==> config.mk <==
export PLATFORM = sky130hd
export DESIGN_NAME = mbox_irq_ctrl
export DESIGN_NICKNAME = d
export VERILOG_FILES = /design/src/rtl/mbox_irq_pkg.sv /design/src/rtl/mbox_decode.sv /design/src/rtl/mbox_flag.sv /design/src/rtl/mbox_irq_ctrl.sv
export SDC_FILE = /design/constraint.sdc
export NUM_CORES = 1
export LEC_CHECK = 0
export CAP_MARGIN = 0
export CELL_PAD_IN_SITES_DETAIL_PLACEMENT = 1
export CELL_PAD_IN_SITES_GLOBAL_PLACEMENT = 2
export CORE_ASPECT_RATIO = 1.2
export CORE_MARGIN = 1.5
export CORE_UTILIZATION = 10
export DETAILED_ROUTE_END_ITERATION = 8
export PLACE_DENSITY_LB_ADDON = 0.1
export SLEW_MARGIN = 20
export SYNTH_ARGS = -nofsm -noshare
export SYNTH_HDL_FRONTEND = slang
export SYNTH_SLANG_ARGS = --single-unit
==> constraint.sdc <==
create_clock -name clk_i -period 0.8 [get_ports clk_i]
set_clock_uncertainty 0.1 [all_clocks]
set_input_delay 0.08 -clock clk_i [delete_from_list [all_inputs] [get_ports clk_i]]
set_output_delay 0.08 -clock clk_i [all_outputs]
set_load 0.03 [all_outputs]
==> src/rtl/mbox_irq_pkg.sv <==
package mbox_irq_pkg;
  typedef enum logic {
    PORT_L = 1'b0,
    PORT_R = 1'b1
  } port_e;

  localparam int unsigned NUM_PORTS = 2;
endpackage

==> src/rtl/mbox_decode.sv <==
module mbox_decode
  import mbox_irq_pkg::*;
#(
  parameter int unsigned AW    = 14,
  parameter port_e       OWNER = PORT_L
) (
  input  logic          valid_i,
  input  logic          write_i,
  input  logic [AW-1:0] addr_i,
  input  logic          busy_i,
  output logic          set_peer_o,
  output logic          clr_own_o
);
  localparam logic [AW-1:0] TOP_ADDR  = {AW{1'b1}};
  localparam logic [AW-1:0] NEXT_ADDR = TOP_ADDR - 1'b1;
  localparam logic [AW-1:0] OWN_ADDR  = (OWNER == PORT_R) ? TOP_ADDR : NEXT_ADDR;
  localparam logic [AW-1:0] PEER_ADDR = (OWNER == PORT_R) ? NEXT_ADDR : TOP_ADDR;

  logic hit_own, hit_peer, go;

  assign go         = valid_i & ~busy_i;
  assign hit_own    = (addr_i == OWN_ADDR);
  assign hit_peer   = (addr_i == PEER_ADDR);
  assign set_peer_o = go & write_i & hit_peer;
  assign clr_own_o  = go & ~write_i & hit_own;

  always_comb begin
    p_busy_no_set_r7: assert (!(busy_i && set_peer_o));
    p_busy_no_clr_r8: assert (!(busy_i && clr_own_o));
    p_excl_r6: assert (!(set_peer_o && clr_own_o));
  end
endmodule

==> src/rtl/mbox_flag.sv <==
module mbox_flag (
  input  logic clk_i,
  input  logic rst_ni,
  input  logic set_i,
  input  logic clr_i,
  output logic irq_no
);
  logic flag_q;

  always_ff @(posedge clk_i or negedge rst_ni) begin
    if (!rst_ni)      flag_q <= 1'b0;
    else if (set_i)   flag_q <= 1'b1;  // set has priority
    else if (clr_i)   flag_q <= 1'b0;
  end

  assign irq_no = ~flag_q;

  p_set_r2: assert property (@(posedge clk_i) disable iff (!rst_ni)
    set_i |=> !irq_no);
  p_clr_r4: assert property (@(posedge clk_i) disable iff (!rst_ni)
    (clr_i && !set_i) |=> irq_no);
  p_hold_r4: assert property (@(posedge clk_i) disable iff (!rst_ni)
    (!set_i && !clr_i) |=> $stable(irq_no));
  p_set_wins_r9: assert property (@(posedge clk_i) disable iff (!rst_ni)
    (set_i && clr_i) |=> !irq_no);
endmodule

==> src/rtl/mbox_irq_ctrl.sv <==
module mbox_irq_ctrl
  import mbox_irq_pkg::*;
#(
  parameter int unsigned AW = 14
) (
  input  logic          clk_i,
  input  logic          rst_ni,
  input  logic          l_valid_i,
  input  logic          l_write_i,
  input  logic [AW-1:0] l_addr_i,
  input  logic          l_busy_i,
  input  logic          r_valid_i,
  input  logic          r_write_i,
  input  logic [AW-1:0] r_addr_i,
  input  logic          r_busy_i,
  output logic          l_irq_no,
  output logic          r_irq_no
);
  logic [NUM_PORTS-1:0]         valid, write, busy, set_peer, clr_own, irq_n;
  logic [NUM_PORTS-1:0][AW-1:0] addr;

  assign valid = {r_valid_i, l_valid_i};
  assign write = {r_write_i, l_write_i};
  assign busy  = {r_busy_i,  l_busy_i};
  assign addr  = {r_addr_i,  l_addr_i};

  for (genvar p = 0; p < NUM_PORTS; p++) begin : g_port
    localparam port_e OWN  = port_e'(p);
    localparam int    PEER = NUM_PORTS - 1 - p;

    mbox_decode #(.AW(AW), .OWNER(OWN)) u_dec (
      .valid_i    (valid[p]),
      .write_i    (write[p]),
      .addr_i     (addr[p]),
      .busy_i     (busy[p]),
      .set_peer_o (set_peer[p]),
      .clr_own_o  (clr_own[p])
    );

    // flag of port p is set by the peer and cleared by its owner
    mbox_flag u_flag (
      .clk_i  (clk_i),
      .rst_ni (rst_ni),
      .set_i  (set_peer[PEER]),
      .clr_i  (clr_own[p]),
      .irq_no (irq_n[p])
    );
  end

  assign l_irq_no = irq_n[PORT_L];
  assign r_irq_no = irq_n[PORT_R];

  p_r_rise_r2: assert property (@(posedge clk_i) disable iff (!rst_ni)
    (l_valid_i && l_write_i && !l_busy_i && (l_addr_i == {AW{1'b1}})) |=> !r_irq_no);
  p_l_rise_r3: assert property (@(posedge clk_i) disable iff (!rst_ni)
    (r_valid_i && r_write_i && !r_busy_i && (r_addr_i == {{(AW-1){1'b1}}, 1'b0})) |=> !l_irq_no);
  p_r_quiet_r6: assert property (@(posedge clk_i) disable iff (!rst_ni)
    !l_valid_i |=> ($rose(r_irq_no) || $stable(r_irq_no)));
endmodule

==> impl_results.md <==
* Status: complete, but fails checks
* Violated checks: hold timing, setup timing
* Most frequent cells in the layout: 9 x dlygate4sd2_1, 8 x buf_2, 7 x clkdlybuf4s15_1, 5 x nand4_1
* Number of diodes at 0
* Core box area at 0.00150 mm2
* Number of max-cap violations at 0
* Die X at between 40 and 50 um
* Worst Path Buf+Inv at 1
* Fmax at roughly 1000 MHz
* CTS Root Cell: clkbuf_4
* Min Tclk post-route at 997 ps
* Post-synthesis cell type count at 11
* Final setup vio count at 4
* Gpl congestion at 0.701
* Pre-CTS setup slack at -755 ps
* Remaining DRCs at 0
* Startpoint Class: primary input
* Syn nets at 55
* Drt wl/cell at 12.6 um
* Row count at 15
* Final Max Slew Viols at 0
* Multi-input logic area at 134 um2
* Initial DRC count at 0
* Initial antenna violation count at 0
* Max_slew headroom at 0.840
* Worst setup margin at -197 ps
* I/O pin cnt at 38
* Port buffer count at 37
* P per Cell Area at 807 mW/mm2
* Avg Cell Area, Syn at 8.76 um2
* Total GRT Usage at 0.110
* Final nets at 100
* Die height at 47.7 um
* Setup TNS at -612 ps
* Slew @ Worst Pin at 238 ps
* Clock Latency Late Sink at 220 ps
* Largest net degree at the start of global routing at 3
* Post-synth top area share at 0.301
* R2R cell count at 2
* Fin. Hold Viols at 2
* Final Util at 0.374
* Data required, critical path at 800 ps
* Top reg by flops: g_port.u_flag.flag_q
* Clk slew on worst S/H paths at 30 ps
* Register area at 50.0 um2
* Pre-antenna DRT Iters at 1
* Overall routed net length at 998 um
* CP cell instances: buf_6, nand4b_1, nor4_4, nand3b_1, a32o_1
* P&R area growth vs syn at 238%
* Tcrit/Tclk final at 1.25
* RSZ-0062 raised after global routing: yes
* Synthesized area at between 150 and 200 um2
* CP max-delay cell: nor4_4
* Yosys warnings at 0
* Worst path arrival time at 1000 ps
* First-pass GRT wire length at about 1300 um
* Via/cell ratio at 4.43
* Crit. End Element: register
* Commonest non-fill, non-tap cell in the layout: dlygate4sd2_1
* Vias in the first global route at 360
* Biggest regs: g_port.u_flag.flag_q (2)
* CTS sink count at 2
* Cells after Synth at 19
* Worst hold path type: in2async
* Largest cells by area after synthesis: dfrtp_1 30%, nand4_1 19%, nand3b_1 14%
* Fillers at between 150 and 200
* Fraction of the yosys area taken by sequential cells at 0.301
* Initial Utilization at 0.111
* Worst VDD drop at 618 uV
* Vias after detailed routing at 350
* CTS tree: done
* Layout cells sized above 1 at 0.452
* Total power draw at 453 uW
* Hold Buf Count CTS at 1
* WP depth at 5
* Largest fanout on the critical path at 2
* CTS max path bufs at 2
* Crit-path max cell delay at 300 ps
* CP delay by family, top: simple AND/OR/NAND/NOR gates
* Number of flip-flops under the largest register name at 2
* Antenna Nets Post-Route at 0
* Placed cell count at 74
* Num CTS Buffers at 3
* Flops & latches, synth at 2
* Number of H-tree levels at 1
* Synth area leader: dfrtp_1
* Die footprint at 0.00192 mm2
* CP Class: in2reg
* WHS at -2.60 ps
* Finished Layout Cells at 79
* Leakage at 0.258 nW
* Global route overflow at 0
repair_timing:
item / in CTS / in global routing
setup buffers: 1 / 1
endpoints found under the hold margin: 2 / 2
setup endpoints to repair: 4 / 5
resized for setup: 61 / 13
pin swaps: 13 / 7
metal layers:
metal | global-route usage | routed length, um | vias up
li1 | - | - | 168
met1 | 0.0817 | 261 | 159
met2 | 0.210 | 570 | 23
met3 | 0.0651 | 165 | 0
met4 | 0.0600 | 0 | 0
met5 | 0 | 0 | -
final timing paths:
| path | slack [ps] | end | start |
|---|---|---|---|
| max | -200 | g_port[1].u_flag.flag_q$_DFFE_PN0P_ | r_busy_i |
| min | -3 | g_port[1].u_flag.flag_q$_DFFE_PN0P_ | rst_ni |
| max reg2reg | -130 | g_port[1].u_flag.flag_q$_DFFE_PN0P_ | g_port[1].u_flag.flag_q$_DFFE_PN0P_ |
| min reg2reg | 510 | g_port[1].u_flag.flag_q$_DFFE_PN0P_ | g_port[1].u_flag.flag_q$_DFFE_PN0P_ |
| max in group asynchronous | 480 | g_port[0].u_flag.flag_q$_DFFE_PN0P_ | rst_ni |
| min in group clk_i | 200 | g_port[0].u_flag.flag_q$_DFFE_PN0P_ | r_addr_i[6] |
per-stage QoR:
stage	hold WS [ps]	instance area [um2]
finish	-2.60	562
detailed placement	155	566
floorplan	-316	171
global route	-11.4	562
global placement	152	566
CTS	242	574
area by class of cell:
cell class	count	area share
multi-input combinational	15	0.238
timing repair buffer	40	0.581
clock buffer	3	0.0401
sequential	2	0.0891
tap	17	0.0379
inverter	2	0.0134
synth_stat cells:
cell      count
o21ai_0       1
dfrtp_1       2
nand3_1       1
nor4_1        1
nand4b_1      1
inv_1         2
nand4_1       5
nor4_2        1
a32o_1        1
nor3b_1       1
nand3b_1      3
cell families (layout without fill, tap and decap cells):
group	Yosys count	in the layout	synth area share
buf+inv	2	45	0.0451
simple gates	13	13	0.564
flops	2	2	0.301
compound gates	2	2	0.0902
where the power goes:
group	switching (mW)	internal (mW)	leakage (nW)
clock	0.0485	0.165	0.0138
combinational	0.0362	0.102	0.222
sequential	0.0000345	0.102	0.0227
(Power assumes the default switching activity.)
